<file path="config.mk">
export PLATFORM = sky130hd
export DESIGN_NAME = qdac_serial_ctrl
export DESIGN_NICKNAME = d
export VERILOG_FILES = /design/src/rtl/qdac_pkg.sv /design/src/rtl/qdac_sync_edge.sv /design/src/rtl/qdac_frame_rx.sv /design/src/rtl/qdac_chan_regs.sv /design/src/rtl/qdac_sdo_shift.sv /design/src/rtl/qdac_serial_ctrl.sv
export SDC_FILE = /design/constraint.sdc
export NUM_CORES = 1
export LEC_CHECK = 0
export ABC_AREA = 1
export ABC_CLOCK_PERIOD_IN_PS = 1600
export CORE_MARGIN = 8
export CORE_UTILIZATION = 47
export DETAILED_ROUTE_END_ITERATION = 6
export DONT_BUFFER_PORTS = 1
export GPL_ROUTABILITY_DRIVEN = 1
export SYNTH_ARGS = -nofsm -noshare
export SYNTH_HDL_FRONTEND = slang
export SYNTH_SLANG_ARGS = --single-unit
</file>
<file path="constraint.sdc">
create_clock -name clk -period 1.6 [get_ports clk]
set_input_delay 0.16 -clock clk [delete_from_list [all_inputs] [get_ports clk]]
set_output_delay 0.16 -clock clk [all_outputs]
set_load 0.01 [all_outputs]
</file>
<file path="src/rtl/qdac_pkg.sv">
// Package: shared frame layout and code points of the quad DAC serial interface.
// Assumes a 24-bit frame: read flag, reserved bit, 3-bit select, 3-bit address, 16-bit data.
package qdac_pkg;
    localparam int FRAME_BITS = 24;
    localparam int DATA_BITS  = 16;
    localparam int FIELD_BITS = 3;

    localparam logic [FIELD_BITS-1:0] SEL_DAC  = 3'b010;
    localparam logic [FIELD_BITS-1:0] ADDR_ALL = 3'b100;

    typedef struct packed {
        logic                  rd;
        logic                  rsvd;
        logic [FIELD_BITS-1:0] sel;
        logic [FIELD_BITS-1:0] addr;
        logic [DATA_BITS-1:0]  data;
    } frame_t;
endpackage

</file>
<file path="src/rtl/qdac_sync_edge.sv">
// Module: multi-stage synchronizer with rising and falling edge detection.
// Assumes the input is asynchronous to clk; INIT is the idle level so reset gives no edge.
module qdac_sync_edge #(
    parameter int   STAGES = 2,
    parameter logic INIT   = 1'b0
) (
    input  logic clk,
    input  logic rst_n,
    input  logic async_in,
    output logic level,
    output logic rise,
    output logic fall
);
    logic [STAGES-1:0] chain;
    logic              prev;

    // Shift the asynchronous input through the synchronizer chain.
    always_ff @(posedge clk) begin
        if (!rst_n) chain <= {STAGES{INIT}};
        else        chain <= {chain[STAGES-2:0], async_in};
    end

    // Keep the previous synchronized level for edge detection.
    always_ff @(posedge clk) begin
        if (!rst_n) prev <= INIT;
        else        prev <= chain[STAGES-1];
    end

    assign level = chain[STAGES-1];
    assign rise  = level & ~prev;
    assign fall  = ~level & prev;
endmodule

</file>
<file path="src/rtl/qdac_frame_rx.sv">
// Module: frame receiver; counts falling serial edges, shifts bits in, flags a valid frame.
// Assumes synchronized, edge-detected inputs; a frame is valid only with exactly FRAME_W edges.
module qdac_frame_rx #(
    parameter int FRAME_W = qdac_pkg::FRAME_BITS,
    parameter int CNT_W   = 5
) (
    input  logic               clk,
    input  logic               rst_n,
    input  logic               sel_fall,
    input  logic               sel_rise,
    input  logic               sel_lvl,
    input  logic               bit_edge,
    input  logic               bit_val,
    output logic               commit,
    output logic [FRAME_W-1:0] frame_q
);
    localparam logic [CNT_W-1:0] CNT_MAX  = '1;
    localparam logic [CNT_W-1:0] CNT_GOOD = CNT_W'(FRAME_W);

    logic [CNT_W-1:0]   edge_cnt;
    logic [FRAME_W-1:0] shreg;
    logic               take_bit;

    assign take_bit = bit_edge & ~sel_lvl;

    // Count falling serial edges inside a frame, saturating at the top.
    always_ff @(posedge clk) begin
        if (!rst_n)                             edge_cnt <= '0;
        else if (sel_fall)                      edge_cnt <= '0;
        else if (take_bit && edge_cnt != CNT_MAX) edge_cnt <= edge_cnt + 1'b1;
    end

    // Shift received bits in MSB first.
    always_ff @(posedge clk) begin
        if (!rst_n)        shreg <= '0;
        else if (take_bit) shreg <= {shreg[FRAME_W-2:0], bit_val};
    end

    // Raise a one-cycle commit when the frame ends with the exact edge count.
    always_ff @(posedge clk) begin
        if (!rst_n) commit <= 1'b0;
        else        commit <= sel_rise && (edge_cnt == CNT_GOOD);
    end

    assign frame_q = shreg;
endmodule

</file>
<file path="src/rtl/qdac_chan_regs.sv">
// Module: per-channel data registers, output registers, clamp flag and readback mux.
// Assumes single-cycle write strobes; clear has priority over load on the outputs.
module qdac_chan_regs
    import qdac_pkg::*;
#(
    parameter int NUM_CH = 4,
    parameter int DATA_W = DATA_BITS,
    parameter int ADDR_W = FIELD_BITS
) (
    input  logic                     clk,
    input  logic                     rst_n,
    input  logic                     wr_valid,
    input  logic [ADDR_W-1:0]        wr_addr,
    input  logic [FIELD_BITS-1:0]    wr_sel,
    input  logic [DATA_W-1:0]        wr_data,
    input  logic                     load_act,
    input  logic                     clear_act,
    input  logic [ADDR_W-1:0]        rd_addr,
    output logic [DATA_W-1:0]        rd_data,
    output logic [NUM_CH*DATA_W-1:0] dac_regs,
    output logic [NUM_CH*DATA_W-1:0] chan_out,
    output logic                     out_clamped
);
    logic sel_ok;
    assign sel_ok = wr_valid && (wr_sel == SEL_DAC);

    for (genvar ch = 0; ch < NUM_CH; ch++) begin : g_ch
        logic hit;
        assign hit = (wr_addr == ADDR_W'(ch)) || (wr_addr == ADDR_ALL);

        // Write the channel data register on an addressed valid frame.
        always_ff @(posedge clk) begin
            if (!rst_n)            dac_regs[ch*DATA_W +: DATA_W] <= '0;
            else if (sel_ok && hit) dac_regs[ch*DATA_W +: DATA_W] <= wr_data;
        end

        // Update the output register: clear first, then load, else hold.
        always_ff @(posedge clk) begin
            if (!rst_n)         chan_out[ch*DATA_W +: DATA_W] <= '0;
            else if (clear_act) chan_out[ch*DATA_W +: DATA_W] <= '0;
            else if (load_act)  chan_out[ch*DATA_W +: DATA_W] <= dac_regs[ch*DATA_W +: DATA_W];
        end
    end

    // Release the power-up clamp on the first load or clear.
    always_ff @(posedge clk) begin
        if (!rst_n)                      out_clamped <= 1'b1;
        else if (load_act || clear_act)  out_clamped <= 1'b0;
    end

    // Select the addressed register for readback; unknown channels read zero.
    always_comb begin
        rd_data = '0;
        for (int ch = 0; ch < NUM_CH; ch++) begin
            if (rd_addr == ADDR_W'(ch)) rd_data = dac_regs[ch*DATA_W +: DATA_W];
        end
    end
endmodule

</file>
<file path="src/rtl/qdac_sdo_shift.sv">
// Module: serial output shifter for readback and daisy-chain pass-through.
// Assumes load and shift never coincide; load wins if they do.
module qdac_sdo_shift #(
    parameter int FRAME_W = qdac_pkg::FRAME_BITS
) (
    input  logic               clk,
    input  logic               rst_n,
    input  logic               shift_en,
    input  logic               shift_bit,
    input  logic               load_en,
    input  logic [FRAME_W-1:0] load_word,
    output logic               sdo
);
    logic [FRAME_W-1:0] shreg;

    // Load a readback word or shift in the incoming bit.
    always_ff @(posedge clk) begin
        if (!rst_n)        shreg <= '0;
        else if (load_en)  shreg <= load_word;
        else if (shift_en) shreg <= {shreg[FRAME_W-2:0], shift_bit};
    end

    assign sdo = shreg[FRAME_W-1];
endmodule

</file>
<file path="src/rtl/qdac_serial_ctrl.sv">
// Module: top of the quad DAC serial register interface.
// Assumes all serial and strobe inputs are asynchronous; they are synchronized here.
module qdac_serial_ctrl
    import qdac_pkg::*;
#(
    parameter int NUM_CH      = 4,
    parameter int DATA_W      = DATA_BITS,
    parameter int SYNC_STAGES = 2,
    parameter int CNT_W       = 5
) (
    input  logic                     clk,
    input  logic                     rst_n,
    input  logic                     ser_clk,
    input  logic                     ser_frame_n,
    input  logic                     ser_din,
    input  logic                     load_n,
    input  logic                     clear_n,
    output logic                     ser_dout,
    output logic [NUM_CH*DATA_W-1:0] chan_out,
    output logic                     out_clamped
);
    localparam int        N_IN     = 5;
    localparam logic [N_IN-1:0] IDLE_LVL = 5'b11011;

    logic [N_IN-1:0] raw_in, lvl, rise, fall;
    logic            commit, load_act, clear_act, rd_go;
    logic [FRAME_BITS-1:0] frame_bits;
    frame_t          frm;
    logic [DATA_W-1:0] rd_data;
    logic [NUM_CH*DATA_W-1:0] dac_regs;
    logic [FRAME_BITS-1:0] rd_word;

    assign raw_in = {clear_n, load_n, ser_din, ser_frame_n, ser_clk};

    for (genvar i = 0; i < N_IN; i++) begin : g_sync
        qdac_sync_edge #(.STAGES(SYNC_STAGES), .INIT(IDLE_LVL[i])) sync_i (
            .clk(clk), .rst_n(rst_n), .async_in(raw_in[i]),
            .level(lvl[i]), .rise(rise[i]), .fall(fall[i])
        );
    end

    assign load_act  = ~lvl[3];
    assign clear_act = ~lvl[4];

    qdac_frame_rx #(.FRAME_W(FRAME_BITS), .CNT_W(CNT_W)) rx_i (
        .clk(clk), .rst_n(rst_n),
        .sel_fall(fall[1]), .sel_rise(rise[1]), .sel_lvl(lvl[1]),
        .bit_edge(fall[0]), .bit_val(lvl[2]),
        .commit(commit), .frame_q(frame_bits)
    );

    assign frm     = frame_t'(frame_bits);
    assign rd_go   = commit && frm.rd && (frm.sel == SEL_DAC);
    assign rd_word = {frm.rd, 1'b0, frm.sel, frm.addr, rd_data};

    qdac_chan_regs #(.NUM_CH(NUM_CH), .DATA_W(DATA_W), .ADDR_W(FIELD_BITS)) regs_i (
        .clk(clk), .rst_n(rst_n),
        .wr_valid(commit && !frm.rd), .wr_addr(frm.addr), .wr_sel(frm.sel),
        .wr_data(frm.data), .load_act(load_act), .clear_act(clear_act),
        .rd_addr(frm.addr), .rd_data(rd_data),
        .dac_regs(dac_regs), .chan_out(chan_out), .out_clamped(out_clamped)
    );

    qdac_sdo_shift #(.FRAME_W(FRAME_BITS)) sdo_i (
        .clk(clk), .rst_n(rst_n),
        .shift_en(fall[0] & ~lvl[1]), .shift_bit(lvl[2]),
        .load_en(rd_go), .load_word(rd_word), .sdo(ser_dout)
    );
endmodule

</file>
Yosys cells after proc, flatten, opt, wreduce, memory -nomap -nowiden. Cells that the tools add are included.

Logic and storage cells: 66. Bits in read-only memories: 0. Memories: 0. Bits of input ports: 7. Latch bits: 0. RAM bits: 0. Flip-flop bits (word level): 195.

Multiply operators: 0. Eq/ne operators: 7. Bitwise operators: 10. Reductions and logical operators: 21. Multiplexer cells: 6. Div/mod/pow operators: 0. Shift operators: 0. Order comparisons: 0. Add/sub/neg operators: 1.

Operator list (number): 16-bit two-way mux (4); 24-bit two-way mux (2); 1-bit logical AND (10); 3-bit by 2-bit equality test with 1-bit output, second input constant (3); 1-bit NOT (6); 5-bit by 1-bit adder with 5-bit output, second input constant (1); 5-bit equality test, second input constant (1); 1-bit logical OR (5); 5-bit != test, second input constant (1); 1-bit bitwise AND (4); 2-bit OR reduction (2); 3-bit by 1-bit equality test with 1-bit output, second input constant (1); 3-bit equality test, second input constant (1); 3-bit logical NOT (1); 2-bit AND reduction (1); 2-bit nonzero test (1); 1-bit logical NOT (1).

Depth between registers and ports, before layout.
Depth after elaboration: 6. Mapped depth: 10.

By module. A second synthesis with hierarchy kept.

Cell total of the unflattened synthesis: 1151. Area total of the unflattened synthesis: 8145.3 um^2.

Modules (own cells, without submodules): qdac_chan_regs (sequential area each 2582.5 um^2, area each 5261.3 um^2, cells each 750, times used 1); qdac_sdo_shift (sequential area each 480.5 um^2, area each 1207.4 um^2, cells each 185, times used 1); qdac_frame_rx (sequential area each 600.6 um^2, area each 1154.9 um^2, cells each 143, times used 1); qdac_sync_edge (g_sync[0].sync_i ...) (sequential area each 60.1 um^2, area each 93.8 um^2, cells each 12, times used 4); qdac_sync_edge (g_sync[2].sync_i) (sequential area each 60.1 um^2, area each 100.1 um^2, cells each 13, times used 1); qdac_serial_ctrl (sequential area each 0.0 um^2, area each 46.3 um^2, cells each 12, times used 1).

Worst setup path before layout. No wires, ideal clock.

Kind: flip-flop to flip-flop. Start point: register rx_i.edge_cnt[0]. End point: register rx_i.edge_cnt[2]. Cell stages (with the launch flop): 10. Arrival time: 1.338 ns. Setup slack: 0.199 ns. Required time: 1.536 ns. Setup time: 0.064 ns. Path through: dfxtp_1 ha_1 inv_1 nor3_1 ha_1 nor2_1 inv_1 o21ai_0 nand2_1 nor2_1.

Longest elaborated chain between the ends: 2.

RTL lines: start, declared (RTL line qdac_frame_rx.sv:20) `logic [CNT_W-1:0] edge_cnt;`; start signal, assigned (RTL line qdac_frame_rx.sv:30) `else if (take_bit && edge_cnt != CNT_MAX) edge_cnt <= edge_cnt + 1'b1;`; parallel branches: the longest is 2 deep, another holds 5-bit by 1-bit adder with 5-bit output.

Parallel ways; which one is timed is not known. A chain may end at the register's enable or synchronous reset.

Worst setup path in the final report.
Start point: register rx_i.shreg[16], in the netlist rx_i.frame_q[16]. End point: register sdo_i.shreg[13].

Longest elaborated chain between the ends: 6.

RTL lines: start, declared (RTL line qdac_frame_rx.sv:21) `logic [FRAME_W-1:0] shreg;`; start signal, assigned (RTL line qdac_frame_rx.sv:36) `else if (take_bit) shreg <= {shreg[FRAME_W-2:0], bit_val};`; 3-bit logical NOT (RTL line qdac_chan_regs.sv:55) `if (rd_addr == ADDR_W'(ch)) rd_data = dac_regs[ch*DATA_W +: DATA_W];`; 16-bit two-way mux (3 in series) (RTL line qdac_chan_regs.sv:55); 16-bit two-way mux * (RTL line qdac_chan_regs.sv:55); 24-bit two-way mux * (RTL line qdac_sdo_shift.sv:19) `else if (load_en) shreg <= load_word;`; end signal, assigned (RTL line qdac_sdo_shift.sv:19); end signal, assigned (RTL line qdac_sdo_shift.sv:20) `else if (shift_en) shreg <= {shreg[FRAME_W-2:0], shift_bit};`; end, declared (RTL line qdac_sdo_shift.sv:14) `logic [FRAME_W-1:0] shreg;`.

Mark *: on every way between the ends. The rest lies on a longest branch, timed or not.

==> impl_metrics.toml <==
[setup_path]
crit_buf_inv = 1
critPathTopFamily = "simple AND/OR/NAND/NOR gates"
max_stage_delay_ns = 0.39
crit_top_cell = "nand2_1"
cp-start-kind = "flip-flop"
cp.arrival_ns = 1.88
cp_max_fo = 14
crit_chain = "nor2_4 > buf_4 > nand3_1 > nand2_1 > nor2_1 > nand2_1 > nand2_1 > a21oi_1"
r2r_start = "rx_i.frame_q[16]"
required_ns = 1.95
end_kind = "flip-flop"
slowest_stage = "dfxtp_1"
startpoint = "rx_i.frame_q[16]"
crit_type = "reg2reg"

[cts]
clk_pin_slew_ns = 0.07
cts_root_buf = "clkbuf_16"
cts.sinks = 195
clock_insertion_delay_worst_skew_ns = 0.43
cts_buffers = 17
tritoncts = "built"
cts_setup_buffers = 0
h-tree-depth = 4
cts.path.max_buffers = 2

[layout]
layout_common_cells = "201 x nand2_1, 195 x dfxtp_1, 174 x nor2_1"
stdcell_count = 1248
antennaDiodeCount = 0
stdcell_area_mm2 = 0.00854
drive_above_1_share_pct = 8.82
fillers = 1624
final_nets = 1029
layout_commonest_cell = "nand2_1"
syn2layout_area_growth_pct = 12.2
finish.utilization_pct = 53.8

[drt]
drc_errors = 0
wire_per_inst_um = 16.2
drt_iter0_markers = 541
ant_nets = 0
num_vias = 6394
totalWireLength_um = 20200
routed_via_density = 5.12
first_pass_iters = 5

[timing]
skew_ns = 0.00552
relSlewSlack_pct = 70.1
final-max-slew-violation-count = 0
fmax_mhz = 657
period_minus_slack_ns = 1.52
worst_slew_pin_slew_ns = 0.449
fin_crit_sh_pct = 95.2
finalHoldViolations = 0
setup_viol = 0
rsz0062_at_grt = "true"

[outcome]
status = "completed"

[grt]
grt_pass1_vias = 5653
grtUsageMet3_pct = 3.87
grtUsageMet2_pct = 30.1
antenna_found_initial = 0
grt_max_degree = 97
track_usage_pct = 19.9
overflow = 0
grt_first_pass_wirelength_um = 31500
gr-max-usage-layer = "met2"
grtUsageMet1_pct = 27.5

[yosys]
synth_warnings = 0
seq_area_frac_synth_pct = 51.3
syn_area_per_cell_um2 = 7.38
synth_area_leader_cell = "dfxtp_1"
yosysTopAreaCellShare_pct = 51.3
synth_cell_type_count = 28
ys_seq_elements = 195
synth_cells = 1031
yosys-top-cells-area = "dfxtp_1 51%, nand2_1 10%, nor2_1 8.6%, a21oi_1 8.1%, o21ai_0 6.7%"
syn_area_mm2 = 0.00761
synth_nets = 1041

[floorplanning]
core-area_mm2 = 0.0159
die_y_um = 143
start_util_pct = 47.9
io_pins = 73
dieWidth_um = 143
fp-row-count = 46
die-area_mm2 = 0.0205

[hold_path]
hp-class = "in2reg"
min_from = "rst_n"

[job]
maxCapViolations = 0

[placement]
portBuffers = 0
globalplace.congestion = 0.861
placed_cells_incl_taps = 1210
place_area_mm2 = 0.00784
dp_hpwl_um = 13700

[power]
power.density_mw_per_mm2 = 1080
ir_worst_vdd_v = 0.000744
p_total_uw = 9260
p_leak_uw = 0.00306
## kinds of logic after synthesis
| family | Yosys count | synth area share (%) |
|---|---|---|
| AO/OA/AOI/OAI | 237 | 15.9 |
| adder cells (fa/ha/maj) | 3 | 0.493 |
| buffers and inverters | 138 | 7.51 |
| flip-flops | 195 | 51.3 |
| AND/OR/NAND/NOR | 458 | 24.8 |
## cells in the mapped netlist
cell	instances
buf_1	3
o21ai_0	102
a21oi_1	123
inv_1	63
or2_2	8
clkinv_1	1
a211oi_1	8
nor2_2	1
nor3_2	1
nand4_1	17
nand2_1	202
nand2_4	1
clkinv_2	1
a31oi_1	4
clkbuf_2	1
ha_1	3
nor2_1	175
dfxtp_1	195
buf_4	2
nand3_1	43
nand2_2	3
buf_6	3
nor2_4	3
buf_2	17
clkbuf_1	41
nor4_1	1
nor3_1	3
inv_2	6
## through the flow
stage | TNS, ns | setup slack [ns] | hold slack (ns)
5_1_grt | -0.0134 | -0.00491 | 0.0407
6_report | 0 | 0.0771 | 0.0316
3_5_place_dp | 0 | 0.0209 | 0.237
4_1_cts | 0 | 0.00232 | 0.0291
2_1_floorplan | 0 | 0.199 | 0.258
3_3_place_gp | 0 | 0.0296 | 0.235
## where the power goes
part / leakage, uW / switching, uW / total (uW) / internal (uW)
registers: 0.00158 / 48.3 / 4960 / 4910
logic: 0.00122 / 186 / 276 / 89.8
clock network: 0.000265 / 1870 / 4030 / 2170
## state kept, by name (all words and copies together) (netlist names)
register	flops
regs_i.chan_out	64
regs_i.dac_regs	64
rx_i.frame_q	24
sdo_i.shreg	24
g_sync.sync_i.chain	10
rx_i.edge_cnt	5
g_sync.sync_i.prev	2
regs_i.out_clamped	1
rx_i.commit	1
## timing repair
action,in CTS,in global routing
hold buffers,6,0
resized for setup,0,36
endpoints found under the hold margin,78,0
setup endpoints to repair,0,64
## final cells by class
type	instances	area [um2]	area share, %
Multi-Input combinational cell	698	3170	37.1
Clock inverter	10	75.1	0.879
Timing Repair Buffer	36	344	4.03
Tap cell	216	270	3.16
Clock buffer	22	484	5.67
Sequential cell	195	3900	45.7
Inverter	71	292	3.41
## worst paths after layout
kind                                to  slack [ns]  cells past startpoint
max                    sdo_i.shreg[13]        0.08                      8
min              g_sync[1].sync_i.prev        0.03                      2
max reg2reg            sdo_i.shreg[13]        0.08                      8
min reg2reg  g_sync[1].sync_i.chain[1]        0.41                      1
## per-layer routing
layer	part of all wire (%)	vias up
li1	-	3310
met1	47	2880
met2	44	181
met3	6.5	23
met4	2.1	0
met5	0	-
(Power assumes the default switching activity.)
